$ cat src/rtl/reset_strap_unit.sv
`timescale 1ns/1ps
module reset_strap_unit #(
  parameter int FETCH_HALF = 13
) (
  input  logic clk,
  input  logic rst_in_n,
  input  logic strap_iso_a_n,
  input  logic strap_iso_b_n,
  input  logic strap_div_n,
  input  logic strap_addr_en,
  input  logic strap_uzero_n,
  output logic core_rst_n,
  output logic iso_mode,
  output logic div2_sel,
  output logic pll_off,
  output logic addr_gate_en,
  output logic test_mode,
  output logic fetch_go
);
  localparam int FETCH_CYC = (FETCH_HALF + 1) / 2;
  localparam int CW = $clog2(FETCH_CYC + 2);
  localparam logic [CW-1:0] CNT_END = CW'(FETCH_CYC + 1);
  localparam logic [CW-1:0] CNT_GO  = CW'(FETCH_CYC);

  logic sync1, sync2, late_d;
  logic iso_q, div_q, test_q, addr_q;
  logic [CW-1:0] cnt;

  wire release_edge = sync1 & ~sync2;

  always_ff @(posedge clk or negedge rst_in_n)
    if (!rst_in_n) begin
      sync1 <= 1'b0;
      sync2 <= 1'b0;
    end else begin
      sync1 <= 1'b1;
      sync2 <= sync1;
    end

  always_ff @(posedge clk or negedge rst_in_n)
    if (!rst_in_n) begin
      iso_q  <= 1'b0;
      div_q  <= 1'b0;
      test_q <= 1'b0;
    end else if (release_edge) begin
      iso_q  <= ~strap_iso_a_n & ~strap_iso_b_n;
      div_q  <= ~strap_div_n;
      test_q <= ~strap_uzero_n;
    end

  always_ff @(posedge clk or negedge rst_in_n)
    if (!rst_in_n) begin
      late_d <= 1'b0;
      addr_q <= 1'b0;
    end else begin
      late_d <= release_edge;
      if (late_d) addr_q <= strap_addr_en;
    end

  always_ff @(posedge clk or negedge rst_in_n)
    if (!rst_in_n)
      cnt <= '0;
    else if (sync2 && cnt != CNT_END)
      cnt <= cnt + 1'b1;

  assign core_rst_n   = sync2;
  assign iso_mode     = iso_q;
  assign div2_sel     = div_q;
  assign pll_off      = div_q;
  assign test_mode    = test_q;
  assign addr_gate_en = addr_q;
  assign fetch_go     = sync2 && (cnt == CNT_GO);
endmodule


$ cat config.mk
export PLATFORM = sky130hd
export DESIGN_NAME = reset_strap_unit
export DESIGN_NICKNAME = d
export VERILOG_FILES = /design/src/rtl/reset_strap_unit.sv
export SDC_FILE = /design/constraint.sdc
export NUM_CORES = 1
export LEC_CHECK = 0
export BUFFER_PORTS_ARGS = -buffer_cell sky130_fd_sc_hd__buf_2
export CORE_AREA = 4 4 41 43
export CTS_CLUSTER_SIZE = 28
export DETAILED_ROUTE_END_ITERATION = 10
export DIE_AREA = 0 0 45 47
export SLEW_MARGIN = 20
export SYNTH_ARGS = -nofsm -noshare
export SYNTH_HDL_FRONTEND = slang
export SYNTH_SLANG_ARGS = --single-unit
export TNS_END_PERCENT = 30
$ cat constraint.sdc
create_clock -name clk -period 1.03 [get_ports clk]
set_input_delay 0 -clock clk [delete_from_list [all_inputs] [get_ports clk]]
set_output_delay 0 -clock clk [all_outputs]
set_load 0.005 [all_outputs]
==> results.md <==
* Clock tree sinks at 11
* Number of nets with antenna violations after routing at 0
* Htree depth at 1
* Worst-case hold slack at 0.0809 ns
* Skew final at 0.000276 ns
* Cell with the biggest individual delay on the critical path: sky130_fd_sc_hd__dfrtp_1
* Vias in the first global route at 371
* Power per cell area at 2110 mW/mm^2
* Area overhead of the layout relative to synthesis at 39.7%
* Clock tree from TritonCTS: yes
* Worst setup path class: reg2out
* Critical-path cell list: ha_2, and4b_1, buf_2
* Slowest cell delay on critical path at 0.40 ns
* Insertion delay to the later sink of the worst-skew pair at 0.26 ns
* Sequential cell area at 277 sq um
* Pin count of the biggest net entering global routing at 12
* Largest fanout on the critical path at 3
* Diode insertion count for antenna repair at 0
* Root buffer cell: sky130_fd_sc_hd__clkbuf_4
* Biggest area contributors in the synthesized netlist: sky130_fd_sc_hd__dfrtp_1 55%, sky130_fd_sc_hd__ha_1 5.0%, sky130_fd_sc_hd__mux2_2 4.5%, sky130_fd_sc_hd__mux2i_1 4.0%, sky130_fd_sc_hd__nand4b_1 3.5%
* FP Rows at 13
* Proportion of netlist area held by the largest area contributor at 0.546
* GRT Util Overall at 0.105
* Starting utilization of the core area at 0.388
* Footprint of the multi-input gates at 218 sq um
* Total wire length at 868 um
* Count of cell types in the netlist at 21
* Count of mapped cells out of synthesis at 41
* Min-Delay Startpoint: strap_iso_a_n
* Final Total Pwr at 0.00149 W
* Startpoint Class: flop
* Max clock buf depth at 2
* Count of pins over their slew limit at 0
* DIE AREA at 0.00212 sq mm
* Outcome: finished with violations
* Post-detailed-route via-to-cell ratio at 4.42
* Crit Reg-Reg Startpoint: cnt[0]$_DFFE_PN0P_
* Leakage at 0.361 nW
* Total number of nets in the final design at 76
* Kind of capture point of the worst setup path: output pin
* Total number of vias at 358
* Mapped Nets at 50
* Maximum clock rate at 0.875 GHz
* Die width at 45 um
* Cts bufs inserted at 3
* First-pass GRT wire length at 1.55 mm
* Bufs and invs on worst path at 1
* Number of warnings issued by yosys at 0
* Beginning of the critical path: cnt[0]$_DFFE_PN0P_
* Routed wire length per instance at 10.7 um
* Slack of the worst reg-to-reg path at -0.06 ns
* Hpwl dp at 633 um
* Share of synthesized area occupied by flip-flops and latches at 0.546
* Syn avg cell area at 12.3 sq um
* Drt initial violations at 1
* Worst Slack Setup Final at -0.113 ns
* Antenna violations before repair at 0
* Largest delay contributor family on the critical path: flip-flops
* Area of the placeable core at 0.00130 sq mm
* Summed instance area of the synthesized netlist at 504 sq um
* Data required time at the worst endpoint at 1.03 ns
* Post-detailed-route DRC marker count at 0
* Share of final-layout standard cells stronger than drive strength 1 at 0.439
* Post-CTS clock slew at the launch and capture registers of the worst setup and hold paths at 0.07 ns
* Setup repair after global routing missed its margin: yes
* Worst endpoint data arrival time at 1.14 ns
* Count of final setup violators at 5
* Commonest cells after routing, fill and taps aside: 13 x sky130_fd_sc_hd__buf_2, 10 x sky130_fd_sc_hd__dfrtp_1, 4 x sky130_fd_sc_hd__inv_1, 4 x sky130_fd_sc_hd__dlygate4sd3_1, 4 x sky130_fd_sc_hd__buf_4
* Final period utilization at 1.11
* Library cell occupying the most area in the post-synthesis netlist: sky130_fd_sc_hd__dfrtp_1
* IR Drop Worst-Case VDD at 0.000952 V
* Most frequent standard cell in the layout excluding fill and tap cells: sky130_fd_sc_hd__buf_2
* Failing checks: negative setup slack
* Filler cells at 113
* Max-capacitance violation count at 0
* Flop and latch count out of synthesis at 11
* Final RePlAce weighted congestion at 0.745
* Global route overflow at 0
* Post-layout minimum cycle time at 1.14 ns
* Min-Delay Path Class: in2reg
* # IOs at 14
* Die Height at 47 um
* IO buf count at 13
* Drt first pass iters at 2
* Count of final hold-check violations at 0
==> worst reg2reg max path: stages, from the launching register on <==
cell	delay, ns
sky130_fd_sc_hd__dfrtp_1	0.40
sky130_fd_sc_hd__inv_1	0.11
sky130_fd_sc_hd__ha_4	0.15
sky130_fd_sc_hd__a21oi_1	0.06
sky130_fd_sc_hd__mux2_2	0.26
==> area by class of cell <==
cell class,count,share of cell area
well taps,15,0.0266
clock buffers,4,0.0373
multi-input cells,24,0.309
repair buffers,22,0.208
inverters,5,0.0266
flip-flops and latches,11,0.393
==> report_power, final <==
group	internal, W	total [W]	switching (W)	leakage (nW)
Sequential	0.000542	0.000658	0.000117	0.131
Clock	0.000149	0.000281	0.000131	0.0150
Combinational	0.000334	0.000548	0.000215	0.215
Total	0.00102	0.00149	0.000462	0.361
==> what timing repair did <==
| item | CTS | global route |
|---|---|---|
| endpoints found under the setup margin | 5 | 6 |
| hold buffers | 4 | 0 |
| hold endpoints to repair | 14 | 0 |
| setup buffers | 0 | 1 |
| pin swaps | 4 | 0 |
| gates resized for setup | 1 | 2 |
==> stage by stage <==
stage | util | cells | TNS [ns] | worst slack (ns) | area [sq um]
2_1_floorplan | - | 41 | -0.0848 | -0.0426 | 509
4_1_cts | 0.525 | 80 | -0.294 | -0.118 | 683
3_3_place_gp | 0.473 | 72 | -0.138 | -0.0475 | 616
3_5_place_dp | 0.473 | 72 | -0.188 | -0.0614 | 616
6_report | 0.541 | 81 | -0.289 | -0.113 | 704
5_1_grt | 0.541 | 81 | -0.587 | -0.144 | 704
==> cells in the mapped netlist, drive strengths merged <==
library cell  count
nor2              1
and4b             1
inv               5
or2b              1
and3b             1
o211ai            2
mux2              3
buf               1
a21oi             1
ha                2
xnor2             1
nand4b            2
mux2i             2
nand2             2
dfrtp            11
nand4             1
conb              1
nand2b            3
==> registers in the layout, summed over array words and instances (netlist names) <==
register	count
cnt	4
addr_gate_en	1
core_rst_n	1
div2_sel	1
iso_mode	1
late_d	1
sync1	1
test_mode	1
==> path summary, 6_finish.rpt <==
path | end | cells past startpoint
min reg2reg | core_rst_n$_DFF_PN0_ | 0
min | iso_mode$_DFFE_PN0P_ | 3
max | fetch_go | 3
min in group asynchronous | iso_mode$_DFFE_PN0P_ | 2
max in group asynchronous | core_rst_n$_DFF_PN0_ | 2
max reg2reg | cnt[2]$_DFFE_PN0P_ | 4
==> logic make-up (layout without fill, tap and decap cells) <==
kind of cell             count (synthesis)  count (layout)  synth area share
AO/OA/AOI/OAI                            3               3            0.0397
AND/OR/NAND/NOR                         12              12             0.174
multiplexers                             5               5             0.114
adder cells (fa/ha/maj)                  2               2            0.0496
other                                    1               1           0.00744
flip-flops                              11              11             0.546
buffers and inverters                    6              31            0.0521
XOR/XNOR                                 1               1            0.0174
==> routing by layer <==
layer / share of wire / vias to the layer above / wire length [um] / global-route usage
li1: - / 185 / - / -
met1: 0.45 / 166 / 388 / 0.127
met2: 0.50 / 7 / 436 / 0.172
met3: 0.050 / 0 / 43 / 0.0268
met4: 0 / 0 / 0 / 0.0526
met5: 0 / - / 0 / 0
(Power assumes the default switching activity.)
